<file path="config.mk">
export PLATFORM = sky130hd
export DESIGN_NAME = adc_width_unit
export DESIGN_NICKNAME = d
export VERILOG_FILES = /design/src/rtl/adc_pkg.sv /design/src/rtl/bcd_digit_cell.sv /design/src/rtl/bcd_ripple_chain.sv /design/src/rtl/adc_flag_unit.sv /design/src/rtl/adc_width_unit.sv
export SDC_FILE = /design/constraint.sdc
export NUM_CORES = 1
export LEC_CHECK = 0
export ABC_CLOCK_PERIOD_IN_PS = 22500
export BUFFER_PORTS_ARGS = -buffer_cell sky130_fd_sc_hd__buf_4
export CAP_MARGIN = 5
export CELL_PAD_IN_SITES_DETAIL_PLACEMENT = 2
export CELL_PAD_IN_SITES_GLOBAL_PLACEMENT = 2
export CORE_MARGIN = 4
export CORE_UTILIZATION = 34
export CTS_CLUSTER_DIAMETER = 50
export DETAILED_ROUTE_END_ITERATION = 8
export HOLD_SLACK_MARGIN = 0.05
export PLACE_DENSITY = 0.95
export SETUP_SLACK_MARGIN = 0.05
export SYNTH_ARGS = -nofsm -noshare
export SYNTH_HDL_FRONTEND = slang
export SYNTH_SLANG_ARGS = --single-unit
</file>
<file path="constraint.sdc">
create_clock -name clk -period 22.5 [get_ports clk]
set_input_delay 2.25 -clock clk [delete_from_list [all_inputs] [get_ports clk]]
set_output_delay 2.25 -clock clk [all_outputs]
set_load 0.02 [all_outputs]
</file>
<file path="src/rtl/adc_pkg.sv">
package adc_pkg;
  localparam int DIGIT_W   = 4;
  localparam int DEC_LIMIT = 9;
  localparam int DEC_ADJ   = 6;

  typedef struct packed {
    logic carry;
    logic ovf;
    logic zero;
    logic neg;
  } adc_flags_t;
endpackage

</file>
<file path="src/rtl/bcd_digit_cell.sv">
module bcd_digit_cell
  import adc_pkg::*;
(
  input  logic [DIGIT_W-1:0] a_dig,
  input  logic [DIGIT_W-1:0] b_dig,
  input  logic               cin,
  input  logic               dec_en,
  output logic [DIGIT_W-1:0] dig_out,
  output logic               cout,
  output logic               raw_msb
);
  localparam int RAW_W = DIGIT_W + 2;

  logic [RAW_W-1:0] raw_sum;
  logic [RAW_W-1:0] adj_sum;
  logic             need_adj;

  always_comb begin
    raw_sum  = RAW_W'(a_dig) + RAW_W'(b_dig) + RAW_W'(cin);
    need_adj = dec_en && (raw_sum > RAW_W'(DEC_LIMIT));
    adj_sum  = need_adj ? raw_sum + RAW_W'(DEC_ADJ) : raw_sum;
    dig_out  = adj_sum[DIGIT_W-1:0];
    cout     = (adj_sum >= RAW_W'(1 << DIGIT_W));
    raw_msb  = raw_sum[DIGIT_W-1];
  end

  // valid BCD digits in decimal mode must yield a valid BCD digit
  always_comb begin
    if (dec_en && (a_dig <= DIGIT_W'(DEC_LIMIT)) && (b_dig <= DIGIT_W'(DEC_LIMIT)))
      AST_DIGIT_IN_RANGE: assert (dig_out <= DIGIT_W'(DEC_LIMIT));
  end
endmodule

</file>
<file path="src/rtl/bcd_ripple_chain.sv">
module bcd_ripple_chain
  import adc_pkg::*;
#(
  parameter int WIDE_W = 16
) (
  input  logic [WIDE_W-1:0]          a_val,
  input  logic [WIDE_W-1:0]          b_val,
  input  logic                       cin,
  input  logic                       dec_en,
  output logic [WIDE_W-1:0]          sum_val,
  output logic [WIDE_W/DIGIT_W-1:0]  dig_cout,
  output logic [WIDE_W/DIGIT_W-1:0]  dig_raw_msb
);
  localparam int DIGITS = WIDE_W / DIGIT_W;

  logic [DIGITS:0] carry_chain;
  assign carry_chain[0] = cin;

  for (genvar d = 0; d < DIGITS; d++) begin : g_digit
    bcd_digit_cell u_cell (
      .a_dig   (a_val[d*DIGIT_W +: DIGIT_W]),
      .b_dig   (b_val[d*DIGIT_W +: DIGIT_W]),
      .cin     (carry_chain[d]),
      .dec_en  (dec_en),
      .dig_out (sum_val[d*DIGIT_W +: DIGIT_W]),
      .cout    (carry_chain[d+1]),
      .raw_msb (dig_raw_msb[d])
    );
    assign dig_cout[d] = carry_chain[d+1];
  end
endmodule

</file>
<file path="src/rtl/adc_flag_unit.sv">
module adc_flag_unit
  import adc_pkg::*;
#(
  parameter int WIDE_W   = 16,
  parameter int NARROW_W = 8
) (
  input  logic [WIDE_W-1:0]         a_val,
  input  logic [WIDE_W-1:0]         b_val,
  input  logic [WIDE_W-1:0]         sum_val,
  input  logic [WIDE_W/DIGIT_W-1:0] dig_cout,
  input  logic [WIDE_W/DIGIT_W-1:0] dig_raw_msb,
  input  logic                      narrow,
  output logic [WIDE_W-1:0]         result,
  output adc_flags_t                flags
);
  localparam int TOP_W = WIDE_W / DIGIT_W - 1;
  localparam int TOP_N = NARROW_W / DIGIT_W - 1;

  logic a_sign, b_sign, pre_sign;

  always_comb begin
    a_sign   = narrow ? a_val[NARROW_W-1]  : a_val[WIDE_W-1];
    b_sign   = narrow ? b_val[NARROW_W-1]  : b_val[WIDE_W-1];
    pre_sign = narrow ? dig_raw_msb[TOP_N] : dig_raw_msb[TOP_W];
    result   = narrow ? {a_val[WIDE_W-1:NARROW_W], sum_val[NARROW_W-1:0]} : sum_val;
    flags.carry = narrow ? dig_cout[TOP_N] : dig_cout[TOP_W];
    flags.ovf   = (a_sign == b_sign) && (pre_sign != a_sign);
    flags.zero  = narrow ? (result[NARROW_W-1:0] == '0) : (result == '0);
    flags.neg   = narrow ? result[NARROW_W-1] : result[WIDE_W-1];
  end

  always_comb begin
    if (narrow === 1'b1)
      AST_UPPER_PASS: assert (result[WIDE_W-1:NARROW_W] == a_val[WIDE_W-1:NARROW_W]);
  end
endmodule

</file>
<file path="src/rtl/adc_width_unit.sv">
module adc_width_unit
  import adc_pkg::*;
#(
  parameter int WIDE_W   = 16,
  parameter int NARROW_W = 8,
  parameter bit REG_OUT  = 1'b1
) (
  input  logic              clk,
  input  logic              rst,
  input  logic              in_valid,
  input  logic [WIDE_W-1:0] acc_in,
  input  logic [WIDE_W-1:0] opnd_in,
  input  logic              carry_in,
  input  logic              size8,
  input  logic              dec_mode,
  output logic              out_valid,
  output logic [WIDE_W-1:0] sum_out,
  output logic              carry_out,
  output logic              ovf_out,
  output logic              zero_out,
  output logic              neg_out
);
  localparam int DIGITS = WIDE_W / DIGIT_W;

  logic [WIDE_W-1:0] chain_sum;
  logic [DIGITS-1:0] chain_cout;
  logic [DIGITS-1:0] chain_msb;
  logic [WIDE_W-1:0] comb_result;
  adc_flags_t        comb_flags;

  bcd_ripple_chain #(.WIDE_W(WIDE_W)) u_chain (
    .a_val       (acc_in),
    .b_val       (opnd_in),
    .cin         (carry_in),
    .dec_en      (dec_mode),
    .sum_val     (chain_sum),
    .dig_cout    (chain_cout),
    .dig_raw_msb (chain_msb)
  );

  adc_flag_unit #(.WIDE_W(WIDE_W), .NARROW_W(NARROW_W)) u_flags (
    .a_val       (acc_in),
    .b_val       (opnd_in),
    .sum_val     (chain_sum),
    .dig_cout    (chain_cout),
    .dig_raw_msb (chain_msb),
    .narrow      (size8),
    .result      (comb_result),
    .flags       (comb_flags)
  );

  if (REG_OUT) begin : g_reg
    logic              vld_q;
    logic [WIDE_W-1:0] sum_q;
    adc_flags_t        flg_q;

    always_ff @(posedge clk) begin
      if (rst) begin
        vld_q <= 1'b0;
        sum_q <= '0;
        flg_q <= '0;
      end else begin
        vld_q <= in_valid;
        if (in_valid) begin
          sum_q <= comb_result;
          flg_q <= comb_flags;
        end
      end
    end

    assign out_valid = vld_q;
    assign sum_out   = sum_q;
    assign carry_out = flg_q.carry;
    assign ovf_out   = flg_q.ovf;
    assign zero_out  = flg_q.zero;
    assign neg_out   = flg_q.neg;

    AST_UPPER_KEEP: assert property (@(posedge clk) disable iff (rst)
      in_valid && size8 |=> sum_out[WIDE_W-1:NARROW_W] == $past(acc_in[WIDE_W-1:NARROW_W]));
    AST_BIN_SUM: assert property (@(posedge clk) disable iff (rst)
      in_valid && !dec_mode && !size8 |=>
        {carry_out, sum_out} == ({1'b0, $past(acc_in)} + {1'b0, $past(opnd_in)}
                                 + (WIDE_W+1)'($past(carry_in))));
    AST_BIN_OVF: assert property (@(posedge clk) disable iff (rst)
      in_valid && !dec_mode && !size8 && (acc_in[WIDE_W-1] == opnd_in[WIDE_W-1]) |=>
        ovf_out == (sum_out[WIDE_W-1] != $past(acc_in[WIDE_W-1])));
    AST_ZERO_FLAG: assert property (@(posedge clk) disable iff (rst)
      in_valid |=> zero_out == ($past(size8) ? (sum_out[NARROW_W-1:0] == '0) : (sum_out == '0)));
    AST_NEG_FLAG: assert property (@(posedge clk) disable iff (rst)
      in_valid |=> neg_out == ($past(size8) ? sum_out[NARROW_W-1] : sum_out[WIDE_W-1]));
    AST_VALID_LAT: assert property (@(posedge clk) disable iff (rst)
      in_valid |=> out_valid);
    AST_HOLD_IDLE: assert property (@(posedge clk) disable iff (rst)
      !in_valid |=> !out_valid && $stable(sum_out) && $stable(carry_out) && $stable(zero_out));
  end else begin : g_comb
    assign out_valid = in_valid;
    assign sum_out   = comb_result;
    assign carry_out = comb_flags.carry;
    assign ovf_out   = comb_flags.ovf;
    assign zero_out  = comb_flags.zero;
    assign neg_out   = comb_flags.neg;
  end
endmodule

</file>
After elaboration in Yosys (flattened, before gate mapping)
Index checks and enable logic that the tools add are counted.

Bits in registers: 21. Input bits: 38. Logic and storage cells: 46.

$add $sub $neg: 12. Reduce and logical (&&, ||, !) cells: 7. Eq/ne operators: 2. $lt $le $gt $ge: 8. Muxes and demuxes: 11.

Operator list (number): adder 6 x 1 -> 6 bit (4); adder 6 x 3 -> 6 bit, second input constant (4); >= comparator 6 x 5 -> 1 bit, second input constant (4); greater-than comparator 6 x 4 -> 1 bit, second input constant (4); 2-to-1 mux 6 bit (4); adder 4 x 4 -> 5 bit (4); zero test 16 bit (1); 2-to-1 mux 16 bit (1); zero test 8 bit (1); 2-to-1 mux 1 bit (6); logical AND 1 bit (5); == test 1 bit (1); != test 1 bit (1).

Depth between registers and ports, before layout
Gate-level depths: netlist of the first run.

Depth in word-level cells: 23. Gate-level depth with buffers: 34. Depth with buffers taken out: 34.

Modules after synthesis
A second synthesis of the first run with hierarchy kept.

Cell total of the unflattened synthesis: 218. Area total of the unflattened synthesis: 2009.4 um^2.

Modules (own cells, without submodules): bcd_digit_cell (area each 241.5 um^2, cells an instance 28, instances 4); adc_width_unit (area each 760.7 um^2, cells an instance 67, instances 1); adc_flag_unit (area each 282.8 um^2, cells an instance 39, instances 1).

Least setup slack after synthesis of the first run
Ideal clock, no wire load.

Kind: input to register. Start: input port acc_in[0]. End: register g_reg.flg_q (netlist bit carry_out). Cell stages on the path: 30. Buffers on the path: 0. Slack: 13.109 ns. Library setup time: 0.131 ns. Arrival time: 9.260 ns. Cells stage by stage: ha_1 > fa_1 > ha_1 > xnor3_1 > and2_1 > o31ai_1 > a31oi_1 > or2_2 > nor3_1 > mux2i_1 > ha_1 > ha_1 > nand2_1 > nor3b_1 > a211oi_1 > a311o_1 > nand2_1 > ha_1 > ha_1 > nand2_1 > o41ai_1 > o21ai_0 > ha_1 > ha_1 > or4_4 > a311oi_4 > nor4_2 > or4b_4 > a2111oi_4 > nor3_1.

Cells in the longest elaborated chain, start to end: 22.

Ends and longest elaborated chain: start, declared (line adc_width_unit.sv:11) `input logic [WIDE_W-1:0] acc_in,`; adder 4 x 4 -> 5 bit * (line bcd_digit_cell.sv:19) `raw_sum = RAW_W'(a_dig) + RAW_W'(b_dig) + RAW_W'(cin);`; adder 6 x 1 -> 6 bit * (line bcd_digit_cell.sv:19); greater-than comparator 6 x 4 -> 1 bit (line bcd_digit_cell.sv:20) `need_adj = dec_en && (raw_sum > RAW_W'(DEC_LIMIT));`; logical AND 1 bit (line bcd_digit_cell.sv:20); 2-to-1 mux 6 bit * (line bcd_digit_cell.sv:21) `adj_sum = need_adj ? raw_sum + RAW_W'(DEC_ADJ) : raw_sum;`; >= comparator 6 x 5 -> 1 bit * (line bcd_digit_cell.sv:23) `cout = (adj_sum >= RAW_W'(1 << DIGIT_W));`; adder 6 x 1 -> 6 bit * (line bcd_digit_cell.sv:19); greater-than comparator 6 x 4 -> 1 bit (line bcd_digit_cell.sv:20); [6 not listed]; 2-to-1 mux 6 bit (line bcd_digit_cell.sv:21); >= comparator 6 x 5 -> 1 bit (line bcd_digit_cell.sv:23); adder 6 x 1 -> 6 bit (line bcd_digit_cell.sv:19); greater-than comparator 6 x 4 -> 1 bit (line bcd_digit_cell.sv:20); logical AND 1 bit (line bcd_digit_cell.sv:20); 2-to-1 mux 6 bit (line bcd_digit_cell.sv:21); >= comparator 6 x 5 -> 1 bit (line bcd_digit_cell.sv:23); 2-to-1 mux 1 bit * (line adc_flag_unit.sv:26) `flags.carry = narrow ? dig_cout[TOP_N] : dig_cout[TOP_W];`; end signal, assigned (line adc_width_unit.sv:66) `flg_q <= comb_flags;`; end, declared (line adc_width_unit.sv:55) `adc_flags_t flg_q;`.

Every way passes the cells marked *; elsewhere a longest branch is shown, timed or not. A chain may end at the register's enable or synchronous reset.

Worst setup path after layout of the first run
Same ends and word-level chain as after synthesis.

==> results_dict.tcl, run 1 <==
set metrics [dict create \
    status "finished, final reports clean" \
    die_area_mm2 0.008921 \
    finClkSkew_ns 0 \
    synthesis.area_mm2 0.002541 \
    tns_ns 0 \
    path_class "in -> reg" \
    worstSetupEndpointType "register" \
    pre_cts_slack_ns 12.00 \
    wl_per_cell_um 19.33 \
    ys_types 62 \
    clock_sinks 21 \
    seq_area_frac_synth 0.1654 \
    worstPathRequired_ns 22.65 \
    slowest_stage "or4_4" \
    dieWidth_um 94.45 \
    hold_buffers 0 \
    synth_edf_count 0 \
    slew_violations 0 \
    n_antenna_cell 0 \
    fillCellCount 859 \
    worstPathMaxFanout 6 \
    antenna_found_initial 0 \
    gr-total-overflow 0 \
    cts_resized 0 \
    cap_violations 0 \
    cts_buffers 3 \
    area_delta_synth_final_pct 22.80 \
    worst_ep_arrival_time_ns 10.41 \
    synthCells 319 \
    synth.net_count 388 \
    path_clk_slew_ns 0.08 \
    holdCritPathClass "reg -> reg" \
    powerDensity_mw_per_mm2 59.87 \
    rsz0062_at_grt "false" \
    finalCriticalPeriod_ns 10.26 \
    drcViolationCount 0 \
    wl_um 9142 \
    root_buffer "clkbuf_8" \
    postRouteAntennaNets 0 \
    die_h_um 94.45 \
    rows 31 \
    p_leak_nw 1.357 \
    dr_total_vias 2776 \
    grt_max_degree 25 \
    layout_setup_ws_ns 12.24 \
    yosys_warnings 0 \
    startpoint_type "primary input" \
    clockBufferDepth 2 \
    path_common_cell "ha_1" \
    synth.avg_cell_area_um2 7.966 \
    finalSetupViolCount 0 \
    finalHoldViolCount 0 \
    start_util 0.3504 \
    async_reset_ff_frac 0 \
    post-route-period-util 0.4562 \
    ir_worst_vdd_mv 0.02161 \
    cts_tree "yes" \
    yosys.area.top_type "dfxtp_1" \
    fmax_ghz 0.09743 \
    io_pins 59 \
    port_buffers 58 \
    drtIter0Drc 59 \
    relSlewSlack 0.5110 \
    grt_pass1_vias 3099 \
    cpPeakStageDelay_ns 0.56 \
    synthFlopType "dfxtp_1" \
    gr-usage-all-layers 0.2065 \
    grt_pass1_wl_um 14890 \
    htreeDepth 1 \
    yosys.area.top_type_share 0.1654 \
    insertion_delay_ns 0.26 \
    drive_gt1_frac 0.2032 \
    cts_setup_buffers 0 \
    gp_congestion 0.8871 \
    worstMarginPinSlew_ns 0.7269 \
    dpl.hpwl_um 7659 \
    firstDrtPassIters 4 \
    synth_area_leaders "dfxtp_1 (17%), ha_1 (13%), a21oi_1 (4.5%)" \
    avgViaCountPerCell 5.869 \
    ys_ff_latch 21 \
    fin_nets 444 \
    core-area_mm2 0.007253 \
]
-- logic make-up (layout without fill, tap and decap cells) --
kind of cell	after synthesis	after routing	share of synthesized area
adder cells (fa/ha/maj)	31	31	0.1645
AO/OA/AOI/OAI	93	93	0.2664
multiplexers	10	10	0.03988
XOR/XNOR	17	17	0.07238
flip-flops	21	21	0.1654
buffers and inverters	20	75	0.02955
AND/OR/NAND/NOR	127	127	0.2619
-- final cells by class --
type / count / area, µm² / share of cell area
Timing Repair Buffer: 58 / 435.4 / 0.1395
Sequential cell: 21 / 420.4 / 0.1347
Inverter: 13 / 48.80 / 0.01564
Clock inverter: 1 / 5.005 / 0.001604
Multi-Input combinational cell: 278 / 2046 / 0.6556
Clock buffer: 3 / 41.29 / 0.01323
Tap cell: 99 / 123.9 / 0.03970
-- synthesized netlist by cell type, types with 2 or more instances --
cell type / count
nor2_1: 30
nand2_1: 29
ha_1: 27
a21oi_1: 23
dfxtp_1: 21
nand3_1: 17
o21ai_0: 14
inv_1: 13
mux2i_1: 9
xnor2_1: 8
a31oi_1: 6
nor3_1: 6
nor4_1: 6
xor2_1: 6
a211oi_1: 5
and3_1: 5
clkbuf_1: 5
nand2b_1: 5
a2111oi_0: 4
a21o_1: 4
a311oi_1: 4
fa_1: 4
nor3b_1: 4
o31ai_1: 4
or2_2: 4
a211o_1: 3
and2_1: 3
nand3b_1: 3
o22ai_1: 3
o311ai_0: 3
or3_1: 3
buf_1: 2
nor2b_1: 2
o2111ai_1: 2
o221ai_1: 2
o31a_1: 2
or4_1: 2
xnor3_1: 2
-- layer usage --
metal	track usage	part of all wire	up-vias
met5	0	0	-
met4	0.03125	0.012	0
met3	0.02470	0.038	10
li1	-	-	1331
met2	0.4025	0.53	75
met1	0.2436	0.42	1360
-- where the power goes --
part / leakage (nW) / internal, W / switching [W]
logic: 1.16 / 0.0000475 / 0.0000687
registers: 0.174 / 0.0000415 / 0.00000283
clock network: 0.0255 / 0.0000124 / 0.0000139
total: 1.36 / 0.000101 / 0.0000854
-- cell usage in the layout, fill, tap and decap left out, types with 5 or more instances in the layout --
master	instances
and3_1	5
buf_4	58
o21ai_0	14
nand2b_1	5
nor2_1	30
a211oi_1	5
xnor2_1	8
nand3_1	17
inv_1	13
a31oi_1	6
dfxtp_1	21
xor2_1	6
ha_1	27
nor3_1	6
a21oi_1	23
mux2i_1	9
nor4_1	6
nand2_1	29
-- registers in the layout (all words and copies together) (netlist names) --
name,cells
ovf_out,1
zero_out,1
neg_out,1
carry_out,1
sum_out,16
out_valid,1
-- critical path, delay by kind of cell --
kind	cells	cell delay, ns
simple gates	10	2.99
mux	1	0.24
fa+ha+maj	8	2.28
buf+inv	1	0.11
xor+xnor	3	0.94
compound gates	7	1.61
-- per-stage QoR --
step	instance area (µm²)	total power (W)	hold WS, ns	cells	util
after global placement	3074	0.0001533	0.4578	469	0.4238
after CTS	3120	0.0001884	0.4831	473	0.4302
final	3120	0.0001868	0.4763	473	0.4302
after detailed placement	3074	0.0001615	0.4707	469	0.4238
after floorplan	2541	0.0001234	0.5450	319	-
after global routing	3120	0.0002027	0.4997	473	0.4302
-- worst paths after layout --
kind / slack [ns] / start / depth (start not counted) / end
min reg2reg: 0.48 / sum_out[13] / 2 / sum_out[13]
min: 0.48 / sum_out[13] / 2 / sum_out[13]
max reg2reg: 21.57 / zero_out / 3 / zero_out
max: 12.24 / acc_in[0] / 30 / carry_out
No activity file was read; power rests on OpenSTA's default activity.
==> run 2, diff against run 1 <==
- ABC_AREA: not set -> 1
- ABC_CLOCK_PERIOD_IN_PS: 22500 -> 8700
- CORE_UTILIZATION: 34 -> 25
- PLACE_DENSITY: 0.95 -> 0.85
- clock period: 22.5 -> 8.7 ns (I/O delays scaled with it)
==> run 2 against run 1 <==
Non-clock buffer count did not move. Cell area fell by 4.1%. Worst hold slack improved by 0.034 ns. Sequential power rose to 2.5 times the previous value. Synthesized cell count rose by 19%. Routed wire length fell by 11%. Sequential share of layout area rose by 0.58 points. Utilization fell by 11 points. Clock skew did not move. Power rose by 130%. Synthesized area fell by 6.4%. Cell count rose by 19%.
==> results_dict.tcl, run 2 <==
set metrics [dict create \
    port_buffers 58 \
    finalSetupViolCount 0 \
    grt_pass1_vias 3031 \
    cap_violations 0 \
    yosys_warnings 0 \
    htreeDepth 1 \
    synth.net_count 450 \
    worstMarginPinSlew_ns 0.5117 \
    grt_pass1_wl_um 14050 \
    slowest_stage "fa_1" \
    seq_area_frac_synth 0.1767 \
    fin_nets 505 \
    dpl.hpwl_um 7011 \
    reg2reg_from "sum_out[8]" \
    hp-start "sum_out[1]" \
    synth-compound-area-share 0.09043 \
    layout_setup_ws_ns 1.546 \
    finalHoldViolCount 0 \
    grt_use_met3 0.01960 \
    gr-usage-met2 0.3115 \
    setup.worst_path.start "acc_in[0]" \
    synth_top_family_by_area "simple AND/OR/NAND/NOR gates" \
    slew_violations 0 \
    postRouteAntennaNets 0 \
    wl_per_cell_um 14.40 \
    insertion_delay_ns 0.26 \
    cts_tree "yes" \
    dr_total_vias 2693 \
    holdCritPathClass "reg -> reg" \
    busiest_layer "met2" \
    gr-total-overflow 0 \
    startpoint_type "primary input" \
    layout_commonest_cell "nand2_1" \
    synth-simple-area-share 0.4280 \
    synth_area_leaders "dfxtp_1 (18%), nand2_1 (16%), ha_1 (14%)" \
    n_antenna_cell 0 \
    cts_resized 0 \
    synth_xor_area_frac 0.03260 \
    avgViaCountPerCell 4.775 \
    dieWidth_um 105.6 \
    synth_commonest_cells "nand2_1 (99), nand3_1 (51), inv_1 (44)" \
    finClkSkew_ns 0 \
    ir_worst_vdd_mv 0.05682 \
    die_area_mm2 0.01114 \
    die_h_um 105.6 \
    powerDensity_mw_per_mm2 145.8 \
    synthesis.area_mm2 0.002380 \
    final_cell_mix "nand2_1 (99), buf_4 (58), nand3_1 (51)" \
    post-route-period-util 0.8223 \
    grt.met1_usage 0.1589 \
    yosysMostFrequentCell "nand2_1" \
    path_class "in -> reg" \
    async_reset_ff_frac 0 \
    synthMuxAreaShare 0.008412 \
    drtIter0Drc 37 \
    clockBufferDepth 2 \
    io_pins 59 \
    gr-usage-all-layers 0.1495 \
    core-area_mm2 0.009240 \
    p_leak_nw 1.610 \
    relSlewSlack 0.6567 \
    worstPathMaxFanout 5 \
    synth_edf_count 0 \
    finalCriticalPeriod_ns 7.154 \
    wl_um 8123 \
    rsz0062_at_grt "false" \
    synthFlopType "dfxtp_1" \
    drive_gt1_frac 0.1977 \
    start_util 0.2575 \
    synth_fa_ha_area_frac 0.1756 \
    tns_ns 0 \
    firstDrtPassIters 4 \
    ys_ff_latch 21 \
    path_clk_slew_ns 0.08 \
    ys_types 29 \
    synth.avg_cell_area_um2 6.246 \
    synthCells 381 \
    grt_max_degree 25 \
    pre_cts_slack_ns 1.245 \
    worst_ep_arrival_time_ns 7.35 \
    antenna_found_initial 0 \
    status "finished, final reports clean" \
    largest_reg_flops 16 \
    cpPeakStageDelay_ns 0.55 \
    area_delta_synth_final_pct 25.71 \
    rows 35 \
    worstPathRequired_ns 8.90 \
    path_common_cell "nand2_1" \
    hold_buffers 0 \
    root_buffer "clkbuf_8" \
    yosys.area.top_type "dfxtp_1" \
    clock_sinks 21 \
    yosys.area.top_type_share 0.1767 \
    gp_congestion 0.7987 \
    fmax_ghz 0.1398 \
    drcViolationCount 0 \
    cts_setup_buffers 0 \
    cts_buffers 3 \
    worstSetupEndpointType "register" \
]
==> run 2: cell count changes after synthesis, sizes merged, moves of 7 or more <==
cell,delta
nor2,+14
nand3,+40
nor4,-7
mux2i,-7
inv,+34
a21oi,-9
nand2,+80
==> run 2: layer usage <==
metal / share of wire / up-vias
met5: 0 / -
met1: 0.39 / 1295
li1: - / 1350
met3: 0.028 / 8
met4: 0.012 / 0
met2: 0.57 / 40
==> run 2: cell families after synthesis <==
family	count (synthesis)
mux	2
compound gates	38
simple gates	225
flops	21
xor+xnor	8
buf+inv	56
fa+ha+maj	31
==> run 2: worst max-delay path, delay by kind of cell <==
family / cells / cell delay (ns)
and+or+nand+nor: 28 / 2.84
xor gates and xnor gates: 2 / 0.38
buffers and inverters: 4 / 0.42
adders and majority gates: 9 / 2.52
AOI/OAI and AO/OA: 2 / 0.33
==> run 2: per-stage QoR <==
stage / util / hold WS [ns] / cell area [µm²] / power (W) / std cells
final: 0.3238 / 0.5103 / 2992 / 0.0004362 / 564
after global routing: 0.3238 / 0.5246 / 2992 / 0.0004822 / 564
after CTS: 0.3238 / 0.5030 / 2992 / 0.0004435 / 564
after detailed placement: 0.3189 / 0.4785 / 2947 / 0.0003775 / 560
after global placement: 0.3189 / 0.4691 / 2947 / 0.0003616 / 560
after floorplan: - / 0.5450 / 2380 / 0.0002899 / 381
==> run 2: power breakdown <==
part / internal (W) / switching (W)
Clock: 0.0000326 / 0.0000312
Combinational: 0.0000986 / 0.000161
Sequential: 0.000106 / 0.00000681
Total: 0.000238 / 0.000199
==> run 2: final cells by class <==
| cell class | instances | area (µm²) |
|---|---|---|
| clock buffers | 4 | 45.04 |
| fillers | 1156 | 6248 |
| inverters | 48 | 180.2 |
| multi-input cells | 304 | 1749 |
| flip-flops and latches | 21 | 420.4 |
| well taps | 129 | 161.4 |
| repair buffers | 58 | 435.4 |
==> run 2: worst paths after layout <==
path                      to  slack, ns  cells past startpoint
setup / recovery    zero_out       1.55                     45
hold / removal    sum_out[1]       0.51                      2
setup reg to reg  sum_out[8]       7.78                      4
hold reg to reg   sum_out[1]       0.51                      2
